--- src/rtl/stx_pkg.sv ---
// Package: state codes and latched mode bits shared by the transmit engine.
// Assumes: state codes are software-visible and must not be renumbered.
package stx_pkg;

    typedef enum logic [3:0] {
        ST_IDLE  = 4'd0,
        ST_START = 4'd1,
        ST_D0    = 4'd2,
        ST_D1    = 4'd3,
        ST_D2    = 4'd4,
        ST_D3    = 4'd5,
        ST_D4    = 4'd6,
        ST_D5    = 4'd7,
        ST_D6    = 4'd8,
        ST_D7    = 4'd9,
        ST_PAR   = 4'd10,
        ST_STOP1 = 4'd11,
        ST_STOP2 = 4'd12,
        ST_GAP   = 4'd13,
        ST_BRK   = 4'd14
    } stx_state_e;

    typedef struct packed {
        logic [1:0] len;
        logic       par_en;
        logic       par_odd;
        logic [1:0] stop;
        logic       brk_en;
        logic       inv;
    } stx_mode_t;

endpackage

--- src/rtl/stx_bit_timer.sv ---
// Module: half-bit phase and bit-period counter for the transmit engine.
// Does: turns 2x ticks into period ends; counts whole periods inside a state.
// Assumes: leave_i is only asserted together with period_end_o.
module stx_bit_timer #(
    parameter int CNT_W = 10
) (
    input  logic             clk,
    input  logic             rst_n,
    input  logic             tick_i,
    input  logic             active_i,
    input  logic             short_i,
    input  logic             leave_i,
    output logic             period_end_o,
    output logic [CNT_W-1:0] count_o
);

    logic             half_q;
    logic [CNT_W-1:0] cnt_q;

    // A period ends on the second tick, or on the first for a half-bit state.
    assign period_end_o = tick_i & active_i & (half_q | short_i);
    assign count_o      = cnt_q;

    // Track the half-bit phase and the periods spent in the current state.
    always_ff @(posedge clk) begin
        if (!rst_n || !active_i) begin
            half_q <= 1'b0;
            cnt_q  <= '0;
        end else if (period_end_o) begin
            half_q <= 1'b0;
            cnt_q  <= leave_i ? '0 : cnt_q + 1'b1;
        end else if (tick_i) begin
            half_q <= 1'b1;
        end
    end

    // the half phase only ever advances on a tick.
    p_half_on_tick_r1: assert property (@(posedge clk) disable iff (!rst_n)
        $rose(half_q) |-> $past(tick_i));

    // the period count restarts whenever a state is left.
    p_cnt_restart_r6: assert property (@(posedge clk) disable iff (!rst_n)
        (period_end_o && leave_i) |=> (cnt_q == '0));

endmodule

--- src/rtl/stx_line_mux.sv ---
// Module: selects the serial line level for the current state.
// Does: start/break low, idle/stop/gap high, data bit by state, parity bit.
// Assumes: data bits above the configured length are ignored for parity.
module stx_line_mux
    import stx_pkg::*;
(
    input  stx_state_e state_i,
    input  logic [7:0] data_i,
    input  logic [1:0] len_i,
    input  logic       par_odd_i,
    input  logic       inv_i,
    output logic       txd_o
);

    logic [7:0] keep;
    logic       par_bit;
    logic       raw;

    // Mask off bits beyond the data length and form the parity bit.
    always_comb begin
        for (int i = 0; i < 8; i++) begin
            keep[i] = (i < (32'(len_i) + 5));
        end
        par_bit = (^(data_i & keep)) ^ par_odd_i;
    end

    // Pick the uninverted line level from the state code.
    always_comb begin
        case (state_i)
            ST_IDLE, ST_STOP1, ST_STOP2, ST_GAP: raw = 1'b1;
            ST_START, ST_BRK:                    raw = 1'b0;
            ST_PAR:                              raw = par_bit;
            default:                             raw = data_i[3'(state_i - 4'd2)];
        endcase
    end

    assign txd_o = raw ^ inv_i;

endmodule

--- src/rtl/serial_tx_engine.sv ---
// Module: configurable asynchronous serial transmit engine (top).
// Does: pops bytes, sequences start/data/parity/stop/break/gap states,
//       raises done, break-done and idle-done pulses.
// Assumes: tick2_i is a one-cycle strobe at twice the bit rate; FIFO
//          valid stays high until popped.
module serial_tx_engine
    import stx_pkg::*;
#(
    parameter int BRK_W = 8,
    parameter int GAP_W = 10
) (
    input  logic             clk,
    input  logic             rst_n,
    input  logic             tick2_i,
    input  logic             fifo_valid_i,
    input  logic [7:0]       fifo_data_i,
    output logic             fifo_pop_o,
    input  logic [1:0]       cfg_len_i,
    input  logic             cfg_par_en_i,
    input  logic             cfg_par_odd_i,
    input  logic [1:0]       cfg_stop_i,
    input  logic             cfg_brk_en_i,
    input  logic [BRK_W-1:0] cfg_brk_len_i,
    input  logic [GAP_W-1:0] cfg_gap_len_i,
    input  logic             cfg_inv_i,
    output logic             txd_o,
    output logic [3:0]       state_o,
    output logic             done_o,
    output logic             brk_done_o,
    output logic             idle_done_o
);

    localparam int CNT_W = (BRK_W > GAP_W) ? BRK_W : GAP_W;

    stx_state_e       state_q, state_d;
    stx_mode_t        mode_q;
    logic [BRK_W-1:0] brk_len_q;
    logic [GAP_W-1:0] gap_len_q;
    logic [7:0]       data_q;
    logic             last_q, last_now;
    logic             done_q, brk_q, idle_q;
    logic             done_d, brk_d, idle_d;
    logic             frame_end, to_gap;
    logic             pend, leave;
    logic [CNT_W-1:0] cnt;
    logic             last_data;

    // Take a byte only on a tick while idle.
    assign fifo_pop_o = (state_q == ST_IDLE) && tick2_i && fifo_valid_i;
    assign last_data  = (4'(state_q) == (4'(mode_q.len) + 4'd6));
    assign leave      = pend && (state_d != state_q);

    stx_bit_timer #(.CNT_W(CNT_W)) u_timer (
        .clk          (clk),
        .rst_n        (rst_n),
        .tick_i       (tick2_i),
        .active_i     (state_q != ST_IDLE),
        .short_i      ((state_q == ST_STOP2) && (mode_q.stop == 2'd2)),
        .leave_i      (leave),
        .period_end_o (pend),
        .count_o      (cnt)
    );

    stx_line_mux u_mux (
        .state_i   (state_q),
        .data_i    (data_q),
        .len_i     (mode_q.len),
        .par_odd_i (mode_q.par_odd),
        .inv_i     (mode_q.inv),
        .txd_o     (txd_o)
    );

    // Next-state and pulse decisions at each period end.
    always_comb begin
        state_d   = state_q;
        frame_end = 1'b0;
        to_gap    = 1'b0;
        done_d    = 1'b0;
        brk_d     = 1'b0;
        idle_d    = 1'b0;
        last_now  = last_q;
        case (state_q)
            ST_IDLE:  if (fifo_pop_o) state_d = ST_START;
            ST_START: if (pend) state_d = ST_D0;
            ST_PAR:   if (pend) state_d = ST_STOP1;
            ST_STOP1: if (pend) begin
                if (mode_q.stop[1]) state_d = ST_STOP2;
                else                frame_end = 1'b1;
            end
            ST_STOP2: if (pend) frame_end = 1'b1;
            ST_BRK: if (pend && (cnt == CNT_W'(brk_len_q) - CNT_W'(1))) begin
                brk_d  = 1'b1;
                to_gap = 1'b1;
            end
            ST_GAP: if (pend && (cnt == CNT_W'(gap_len_q) - CNT_W'(1))) begin
                state_d = ST_IDLE;
                idle_d  = last_q;
            end
            default: if (pend) begin
                if (last_data) state_d = mode_q.par_en ? ST_PAR : ST_STOP1;
                else           state_d = stx_state_e'(state_q + 4'd1);
            end
        endcase
        if (frame_end) begin
            last_now = !fifo_valid_i;
            done_d   = last_now;
            if (last_now && mode_q.brk_en) begin
                if (brk_len_q != '0) begin
                    state_d = ST_BRK;
                end else begin
                    brk_d  = 1'b1;
                    to_gap = 1'b1;
                end
            end else begin
                to_gap = 1'b1;
            end
        end
        if (to_gap) begin
            if (gap_len_q != '0) begin
                state_d = ST_GAP;
            end else begin
                state_d = ST_IDLE;
                idle_d  = last_now;
            end
        end
    end

    // State, pulses, and configuration latched only while idle.
    always_ff @(posedge clk) begin
        if (!rst_n) begin
            state_q   <= ST_IDLE;
            mode_q    <= '0;
            brk_len_q <= '0;
            gap_len_q <= '0;
            data_q    <= '0;
            last_q    <= 1'b0;
            done_q    <= 1'b0;
            brk_q     <= 1'b0;
            idle_q    <= 1'b0;
        end else begin
            state_q <= state_d;
            last_q  <= last_now;
            done_q  <= done_d;
            brk_q   <= brk_d;
            idle_q  <= idle_d;
            if (state_q == ST_IDLE) begin
                mode_q    <= '{len: cfg_len_i, par_en: cfg_par_en_i,
                               par_odd: cfg_par_odd_i, stop: cfg_stop_i,
                               brk_en: cfg_brk_en_i, inv: cfg_inv_i};
                brk_len_q <= cfg_brk_len_i;
                gap_len_q <= cfg_gap_len_i;
            end
            if (fifo_pop_o) data_q <= fifo_data_i;
        end
    end

    assign state_o     = state_q;
    assign done_o      = done_q;
    assign brk_done_o  = brk_q;
    assign idle_done_o = idle_q;

    // a pop always launches a start bit.
    p_pop_start_r1: assert property (@(posedge clk) disable iff (!rst_n)
        fifo_pop_o |=> (state_q == ST_START));

    // the start bit drives the line to its active-low level.
    p_start_low_r1: assert property (@(posedge clk) disable iff (!rst_n)
        (state_o == 4'd1) |-> (txd_o == mode_q.inv));

    // a half-bit second stop ends on its first tick.
    p_stop_short_r4: assert property (@(posedge clk) disable iff (!rst_n)
        (state_q == ST_STOP2 && mode_q.stop == 2'd2 && tick2_i) |=> (state_q != ST_STOP2));

    // done is a single-cycle pulse.
    p_done_once_r5: assert property (@(posedge clk) disable iff (!rst_n)
        done_o |=> !done_o);

    // break-done follows a break or the end of the stop period.
    p_brk_src_r6: assert property (@(posedge clk) disable iff (!rst_n)
        brk_done_o |-> ($past(state_q) == ST_BRK || $past(state_q) == ST_STOP1 ||
                        $past(state_q) == ST_STOP2));

    // idle-done only accompanies the return to idle.
    p_idle_done_r7: assert property (@(posedge clk) disable iff (!rst_n)
        idle_done_o |-> (state_q == ST_IDLE));

    // the latched frame shape holds while a frame is running.
    p_cfg_hold_r9: assert property (@(posedge clk) disable iff (!rst_n)
        (state_q != ST_IDLE) |=> ($stable(mode_q) && $stable(brk_len_q) && $stable(gap_len_q)));

endmodule

--- config.mk ---
export PLATFORM = sky130hd
export DESIGN_NAME = serial_tx_engine
export DESIGN_NICKNAME = d
export VERILOG_FILES = /design/src/rtl/stx_pkg.sv /design/src/rtl/stx_bit_timer.sv /design/src/rtl/stx_line_mux.sv /design/src/rtl/serial_tx_engine.sv
export SDC_FILE = /design/constraint.sdc
export NUM_CORES = 1
export LEC_CHECK = 0
export BUFFER_PORTS_ARGS = -buffer_cell sky130_fd_sc_hd__buf_2
export CAP_MARGIN = 20
export CORE_MARGIN = 1.5
export CORE_UTILIZATION = 30
export DETAILED_ROUTE_END_ITERATION = 16
export SYNTH_ARGS = -nofsm -noshare
export SYNTH_HDL_FRONTEND = slang
export SYNTH_SLANG_ARGS = --single-unit
export TNS_END_PERCENT = 30
--- constraint.sdc ---
create_clock -name clk -period 8.3 [get_ports clk]
set_clock_uncertainty 0.1 [all_clocks]
set_input_delay 0.415 -clock clk [delete_from_list [all_inputs] [get_ports clk]]
set_output_delay 0.415 -clock clk [all_outputs]
set_load 0.01 [all_outputs]
After elaboration in Yosys (flattened, before gate mapping)
Index checks and enable logic that the tools add are counted.
{ "op_classes": {"n_addsub": 7, "n_reduce_logical": 21, "n_bitwise": 6, "n_lt_le_gt_ge": 9, "eq_ne": 11, "mux": 35} }
{ "ops": {"columns": ["cell", "n"], "rows": [
  ["$lt A3 B32 Y1 const A", 4],
  ["$lt A2 B32 Y1 const A", 2],
  ["$mux W4", 13],
  ["$lt A1 B32 Y1 const A", 1],
  ["$pmux W4 S6", 1],
  ["$eq A10 B10 Y1", 2],
  ["$eq A4 B4 Y1 const B", 5],
  ["$mux W1", 17],
  ["$add A10 B1 Y10 const B", 1],
  ["$mux W10", 1],
  ["$reduce_bool A10 Y1", 1],
  ["$sub A10 B1 Y10 const B", 1],
  ["$sub A8 B1 Y9 const B", 1],
  ["$add A2 B3 Y4 const B", 2],
  ["$and A8 B8 Y8", 1],
  ["$reduce_bool A8 Y1", 1],
  ["$reduce_xor A8 Y1", 1],
  ["$logic_and A1 B1 Y1", 7],
  ["$reduce_or A2 Y1", 3],
  ["$add A4 B1 Y4 const B", 1],
  ["$eq A4 B1 Y1 const B", 1],
  ["$eq A4 B4 Y1", 1],
  ["$logic_not A4 Y1", 1],
  ["$lt A1 B4 Y1 const A", 1],
  ["15 further kinds", 19]
]} }
{ "totals": {"ff_bits": 53, "out_inout_bits": 9, "in_bits": 38} }

Depth between registers and ports, before layout
Gate-level depths: netlist of run 1.
{ "logic_depth": {"depth_word": 14, "ltp_mapped": 13, "mapped_depth_nobuf": 10} }

By module
A second synthesis of run 1 with hierarchy kept.
{ "hier_totals": {"cells_unflattened": 475, "area_unflattened_um2": 3679.8} }
{ "by_module_without_submodules": {"columns": ["mod", "n_inst", "area_per_inst_um2", "seq_area_each_um2", "cells_per_inst"], "rows": [
  ["serial_tx_engine", 1, 2861.5, 840.8, 378],
  ["stx_bit_timer", 1, 535.5, 220.2, 59],
  ["stx_line_mux", 1, 282.8, 0.0, 38]
]} }

Worst setup path after synthesis of run 1
Ideal clock, no wire load.
{ "synth_timing": {"path_kind": "register to register", "from": "reg state_q[0] (netlist: state_o[0])", "to": "reg u_timer.cnt_q[1] (netlist: u_timer.count_o[1])", "stages_incl_launch_ff": 12, "path_slack_ns": 5.045, "arrival_ns": 3.068, "n_path_buf": 2, "path_cell_list": "dfxtp_1 clkbuf_1 inv_1 ha_1 buf_2 or2_1 o21ai_1 nand3_1 a221o_1 o211ai_1 nand4_4 nor4b_4"} }
{ "synth_between": {"elab_chain_len": 14, "elab_cells_between_ends": 45} }
{ "synth_rtl": {"columns": ["item", "line_no", "rtl"], "rows": [
  ["start: declaration", "serial_tx_engine.sv:35", "stx_state_e state_q, state_d;"],
  ["start signal: assignment", "serial_tx_engine.sv:141", "state_q <= state_d;"],
  ["$eq A4 B4 Y1", "serial_tx_engine.sv:58, serial_tx_engine.sv:82", null],
  ["$logic_and A1 B1 Y1", "serial_tx_engine.sv:58", ".short_i ((state_q == ST_STOP2) && (mode_q.stop == 2'd2)),"],
  ["$or A1 B1 Y1", "stx_bit_timer.sv:21", "assign period_end_o = tick_i & active_i & (half_q | short_i);"],
  ["$and A1 B1 Y1", "stx_bit_timer.sv:21", null],
  ["$logic_and A1 B1 Y1 (on tied branches)", "serial_tx_engine.sv:95, serial_tx_engine.sv:91", null],
  ["$mux W4 / $mux W1 (equally long branches)", "serial_tx_engine.sv:95, serial_tx_engine.sv:91", null],
  ["$pmux W4 S6 / $mux W1 (equally long branches)", "serial_tx_engine.sv:82", "case (state_q)"],
  ["$mux W4 / $mux W1 (equally long branches)", "serial_tx_engine.sv:108", "if (brk_len_q != '0) begin"],
  ["$mux W4 / $mux W1 (equally long branches)", "serial_tx_engine.sv:107", "if (last_now && mode_q.brk_en) begin"],
  ["$mux W4 / $mux W1 (equally long branches)", "serial_tx_engine.sv:104", "if (frame_end) begin"],
  ["$mux W4", "serial_tx_engine.sv:118", "if (to_gap) begin"],
  ["$ne A4 B4 Y1", "serial_tx_engine.sv:51", "assign leave = pend && (state_d != state_q);"],
  ["$logic_and A1 B1 Y1", "serial_tx_engine.sv:51", null],
  ["$mux W10", "stx_bit_timer.sv:31", "cnt_q <= leave_i ? '0 : cnt_q + 1'b1;"],
  ["end signal: assignment", "stx_bit_timer.sv:31", null],
  ["end: declaration", "stx_bit_timer.sv:18", "logic [CNT_W-1:0] cnt_q;"]
]} }
Parallel ways exist; a longest one is shown, timed or not.
A chain may end at the register's enable or synchronous reset.

Worst setup path in the final report of run 1
Ends and elaborated chain as after synthesis.

==> impl_metrics.toml, run 1 <==
[global_routing]
grt_pass1_vias = 3395
grt-ovfl-total = 0
grt_use_total = 0.157
grt_pass1_wl_mm = 16.9
antenna_found_initial = 0
grt_max_degree = 42

[power]
p_switching_uw = 184
internal-power_uw = 434
finalPower_uw = 618
power.density_nw_per_um2 = 143
p_leak_nw = 1.57
ir_worst_vdd_uv = 130
p_seq_frac = 0.458
clkPwrFrac = 0.349
switching_share = 0.298
comb_power_share = 0.193

[critical_path]
startpoint = "state_o[0]$_SDFF_PN0_"
cpMaxStageDelayCell = "dfxtp_1"
crit_type = "reg -> reg"
worstPathArrival_ns = 4.30
cp.required_ns = 8.38
path_buf_inv = 2
path_max_fanout = 31
r2r_setup_slack_ns = 4.08
r2r-start = "state_o[0]$_SDFF_PN0_"
cp_common_cell = "nor4b_4"
path_cells = "inv_1 > ha_1 > nor3b_4 > buf_4 > o22ai_2 > nand3_1 > or4b_1 > nor4b_4 > o2111ai_2 > nor4b_4"
crit_end = "u_timer.count_o[1]$_SDFFE_PP0P_"
startpoint_type = "register"
crit_path_end_kind = "register"
slowest_delay_ns = 0.71
rr_endpoint = "u_timer.count_o[1]$_SDFFE_PP0P_"
r2r_cells = 10
path_delay_family = "simple AND/OR/NAND/NOR gates"
worst-path-stages = 10

[floorplan]
dieArea_um2 = 13500
std_cell_rows = 41
coreArea_um2 = 12600
die_h_um = 116
die_w_um = 116
start_util = 0.306
io_pins = 47

[drt]
drtPass1Iterations = 4
wirelength_mm = 10.1
drc = 0
drt_iter0_drc = 282
final_antenna_net_count = 0
vias = 3552
wire_per_inst_um = 14.8
vias_per_cell = 5.21

[synthesis]
ys_types = 80
ys.flop_type = "dfxtp_1"
ys_seq_area_frac = 0.276
synthCells = 484
synth_nets = 530
avgSynthCellArea_um2 = 7.95
synth_top_cell_area_share = 0.276
synth_top_area_cell = "dfxtp_1"
yosysWarnings = 0
synth-async-reset-ratio = 0
synth.area.top_cells = "dfxtp_1, nand2_1, a21boi_0, xnor2_1, o21ai_0"
ys_seq_elements = 53
synth_edf_count = 0
netlist_area_um2 = 3850

[final_layout]
nFillCells = 1301
area_growth_pct = 12.5
fin_util = 0.344
finish.net_count = 555
design_area_um2 = 4330
antenna_cells = 0
drive_above_1_share = 0.167

[clock_tree]
ctsHoldBuffers = 0
clk_pin_slew_ns = 0.08
post_cts_resized = 0
post-cts-setup-buffers = 0
cts_max_level = 2
cts.path.max_buffers = 2
cts_root_buffer = "clkbuf_16"
clk_latency_ns = 0.30
tritoncts = "built"
clock_sinks = 53
cts_buffers = 5

[place]
gp_congestion = 0.868
portBuffers = 46
postPlaceCellArea_um2 = 4180
hpwlAfterDp_mm = 7.52

[sta]
rsz0062_at_grt = "false"
relSlewSlack = 0.414
max_clock_freq_ghz = 0.237
fin_crit_sh = 0.508
drv_slew = 0
finalSetupViolCount = 0
hold_viol_final = 0
fin_crit_ns = 4.22
worstMarginPinSlew_ns = 0.877
setup_tns_ns = 0

[min_path]
hp-class = "in -> reg"

[run]
max_cap_violations = 0

[status]
status = "complete, no violations"
## cell families (layout without fill, tap and decap cells)
kind of cell | count (synthesis) | after routing | share of synthesized area
and+or+nand+nor | 213 | 213 | 0.297
AOI/OAI and AO/OA | 124 | 124 | 0.245
DFF | 53 | 53 | 0.276
buffers and inverters | 42 | 68 | 0.0462
xor gates and xnor gates | 35 | 35 | 0.0796
muxes | 9 | 9 | 0.0306
adders and majority gates | 8 | 8 | 0.0260
## worst min-delay path by stage
| stage | start | to | cells past startpoint | slack [ns] |
|---|---|---|---|---|
| final | cfg_stop_i[0] | mode_q[2]$_SDFFE_PN0P_ | 3 | 0.26 |
| after global routing | cfg_brk_len_i[5] | brk_len_q[5]$_SDFFE_PN0P_ | 3 | 0.27 |
| after CTS | cfg_stop_i[0] | mode_q[2]$_SDFFE_PN0P_ | 3 | 0.26 |
| after detailed placement | mode_q[0]$_SDFFE_PN0P_ | mode_q[0]$_SDFFE_PN0P_ | 2 | 0.38 |
| after global placement | mode_q[0]$_SDFFE_PN0P_ | mode_q[0]$_SDFFE_PN0P_ | 2 | 0.37 |
| after floorplan | mode_q[2]$_SDFFE_PN0P_ | mode_q[2]$_SDFFE_PN0P_ | 2 | 0.35 |
## sequential cells by signal (all words and copies together), names as in the netlist
name and flops:
u_timer.count_o 10, state_o 4, mode_q 8, u_timer.half_q 1
brk_len_q 8, data_q 8, brk_done_o 1, gap_len_q 10
done_o 1, idle_done_o 1, last_q 1
## power groups by stage
stage | clock network [mW] | registers (mW) | logic, mW
after global routing | 0.230 | 0.286 | 0.134
after global placement | 0 | 0.289 | 0.117
after floorplan | 0 | 0.283 | 0.0919
final | 0.216 | 0.283 | 0.119
after CTS | 0.219 | 0.283 | 0.120
after detailed placement | 0 | 0.290 | 0.119
## metal layers
layer | up-vias | GRT usage | routed length, µm
met5 | - | 0 | 0
met4 | 0 | 0.0504 | 152
met3 | 10 | 0.0192 | 501
met1 | 1667 | 0.218 | 4760
met2 | 106 | 0.252 | 4700
li1 | 1769 | - | -
## area by class of cell
cell class,instances,area (µm²),area share
repair buffers,48,245,0.0566
well taps,172,215,0.0497
inverters,12,45.0,0.0104
multi-input cells,389,2620,0.604
flip-flops and latches,53,1060,0.245
clock buffers,5,125,0.0289
clock inverters,3,21.3,0.00491
## worst reg2reg max path: cells and delay by family (launching register included)
kind / cells / cell delay [ns]
adders and majority gates: 1 / 0.40
buffers and inverters: 2 / 0.53
AOI/OAI and AO/OA: 2 / 0.80
DFF: 1 / 0.71
and+or+nand+nor: 5 / 1.59
## cells in the mapped netlist, types with 3 or more instances
cell,instances
a31oi_1,4
nand2_1,93
ha_1,8
a21oi_1,14
nand3_1,16
nand3b_1,5
dfxtp_1,53
a211oi_1,5
and3_1,3
buf_4,3
o21ai_0,26
nand4_1,4
a21o_1,3
xnor2_1,25
nor2b_1,8
inv_1,12
buf_2,7
or2_2,4
xor2_1,10
nor2_1,20
clkbuf_1,18
mux2i_1,5
a21boi_0,35
and2_1,9
o21bai_1,3
nor3_1,19
or3_1,4
## layout by cell type, fill, tap and decap left out, drive strengths merged, types with 5 or more instances in the layout
cell    Yosys  layout
nand3      16      16
buf        12      48
a21oi      15      15
o21ai      27      27
xnor2      25      25
inv        12      13
and2        9       9
a21boi     35      35
nor2       21      21
nor2b       8       8
or2         5       5
nand3b      5       5
clkbuf     18       5
a211oi      6       6
nand4       5       5
nor3       20      20
ha          8       8
nand2      93      93
xor2       10      10
mux2i       5       5
dfxtp      53      53
## through the flow
| step | instances | hold slack (ns) | setup WS [ns] |
|---|---|---|---|
| after detailed placement | 674 | 0.379 | 4.12 |
| after floorplan | 484 | 0.347 | 5.05 |
| final | 682 | 0.257 | 4.08 |
| after global placement | 674 | 0.368 | 4.31 |
| after global routing | 682 | 0.269 | 3.81 |
| after CTS | 682 | 0.260 | 4.10 |
No activity file was read; power rests on OpenSTA's default activity.
==> run 2: changes to the inputs <==
==> constraint.sdc (replaced) <==
create_clock -name clk -period 3.6 [get_ports clk]
set_clock_uncertainty 0.1 [all_clocks]
set_input_delay 0.18 -clock clk [delete_from_list [all_inputs] [get_ports clk]]
set_output_delay 0.18 -clock clk [all_outputs]
set_load 0.01 [all_outputs]
==> run 2 against run 1 <==
  * Global-route usage rose by 1.3 points
  * Sequential cell count did not move
  * First-iteration DRC count fell by 14%
  * Die area did not move
  * Setup slack got worse by 3.8 ns
  * Critical path type unchanged
  * Critical endpoint unchanged
==> impl_metrics.toml, run 2 (synthesized netlist as in run 1, its figures left out) <==
[place]
hpwlAfterDp_mm = 8.30
postPlaceCellArea_um2 = 4260
gp_congestion = 0.936
dpl_worst_slack_ns = 0.276
portBuffers = 46

[global_routing]
grt_pass1_vias = 3392
antenna_found_initial = 0
grt_max_degree = 42
grt_pass1_wl_mm = 17.9
grt-ovfl-total = 0
grt_use_total = 0.169

[critical_path]
path_delay_family = "simple AND/OR/NAND/NOR gates"
crit_type = "reg -> reg"
path_cells = "inv_1 > ha_1 > buf_4 > and2_1 > o21ai_0 > or4b_4 > a41o_1 > o32ai_4 > nand4_4 > nor4b_4"
cp.required_ns = 3.72
cpMaxStageDelayCell = "or4b_4"
worstPathArrival_ns = 3.42
slowest_delay_ns = 0.65
path_buf_inv = 2
path_max_fanout = 11
crit_path_end_kind = "register"
startpoint_type = "register"

[power]
internal-power_mw = 1.01
power.density_nw_per_um2 = 325
comb_power_share = 0.200
clkPwrFrac = 0.348
p_seq_frac = 0.453
p_switching_uw = 431
p_leak_nw = 1.62
switching_share = 0.300
ir_worst_vdd_uv = 209

[drt]
final_antenna_net_count = 0
wirelength_mm = 11.0
wire_per_inst_um = 15.8
vias = 3592
vias_per_cell = 5.19
drc = 0
drtPass1Iterations = 5
drt_iter0_drc = 242

[floorplan]
die_h_um = 116
die_w_um = 116
std_cell_rows = 41
dieArea_um2 = 13500
coreArea_um2 = 12600
io_pins = 47
start_util = 0.306

[sta]
setup_slack_ns = 0.306
fin_crit_ns = 3.29
fin_crit_sh = 0.915
worstMarginPinSlew_ns = 0.733
hold_viol_final = 0
relSlewSlack = 0.511
setup_tns_ns = 0
drv_slew = 0
rsz0062_at_grt = "false"
max_clock_freq_ghz = 0.304
finalSetupViolCount = 0

[clock_tree]
cts_max_level = 2
clk_latency_ns = 0.30
cts_root_buffer = "clkbuf_16"
ctsHoldBuffers = 0
post-cts-setup-buffers = 0
post_cts_resized = 0
cts_buffers = 5
cts.path.max_buffers = 2
clock_sinks = 53
tritoncts = "built"
clk_pin_slew_ns = 0.08

[final_layout]
fin_util = 0.352
mostFrequentLayoutCell = "nand2_1"
drive_above_1_share = 0.183
antenna_cells = 0
area_growth_pct = 14.9
design_area_um2 = 4420
finish.net_count = 565
final_cell_mix = "nand2_1, dfxtp_1, buf_2"
nFillCells = 1350

[min_path]
hp-class = "in -> reg"

[status]
status = "complete, no violations"

[run]
max_cap_violations = 0
## run 2: changes by cell type in the layout (fill, tap and decap cells not counted), sizes merged
cell and change:
buf +10, clkinv -1, clkinvlp +1
## run 2: cell type report
class	count	area, µm²	area share
inverter	12	45.0	0.0102
timing repair buffer	58	320	0.0725
clock inverter	3	26.3	0.00594
sequential	53	1060	0.240
multi-input combinational	389	2630	0.594
clock buffer	5	125	0.0283
tap	172	215	0.0487
## run 2: metal layers
metal | vias up | wire, µm | track usage
met5 | - | 0 | 0
met4 | 0 | 219 | 0.0520
met3 | 17 | 464 | 0.0176
met2 | 98 | 4900 | 0.272
met1 | 1693 | 5370 | 0.240
li1 | 1784 | - | -
## run 2: stage by stage
| step | std cells | total power, mW | hold WS, ns |
|---|---|---|---|
| 2_1_floorplan | 484 | 0.863 | 0.225 |
| 6_report | 692 | 1.44 | 0.0241 |
| 3_3_place_gp | 684 | 0.944 | 0.332 |
| 4_1_cts | 692 | 1.45 | 0.0236 |
| 3_5_place_dp | 684 | 0.950 | 0.339 |
| 5_1_grt | 692 | 1.51 | 0.0353 |
## run 2: final timing paths
path	startpoint	endpoint	slack (ns)	depth (start not counted)
hold / removal	cfg_brk_len_i[1]	brk_len_q[1]$_SDFFE_PN0P_	0.02	3
setup / recovery	state_o[0]$_SDFF_PN0_	u_timer.count_o[1]$_SDFFE_PP0P_	0.31	10
hold reg to reg	mode_q[5]$_SDFFE_PN0P_	mode_q[5]$_SDFFE_PN0P_	0.39	2
setup reg to reg	state_o[0]$_SDFF_PN0_	u_timer.count_o[1]$_SDFFE_PP0P_	0.31	10
## run 2: worst reg2reg max path: stages, from the launching register on
cell and delay, ns:
dfxtp_1 0.38, inv_1 0.20, ha_1 0.21, buf_4 0.18
and2_1 0.14, o21ai_0 0.20, or4b_4 0.65, a41o_1 0.30
o32ai_4 0.31, nand4_4 0.24, nor4b_4 0.31
## run 2: power by group through the flow
stage | registers, mW | logic [mW] | clock network (mW)
floorplan | 0.652 | 0.212 | 0
global placement | 0.664 | 0.280 | 0
detailed placement | 0.665 | 0.285 | 0
CTS | 0.651 | 0.286 | 0.510
global route | 0.657 | 0.319 | 0.535
finish | 0.651 | 0.287 | 0.500
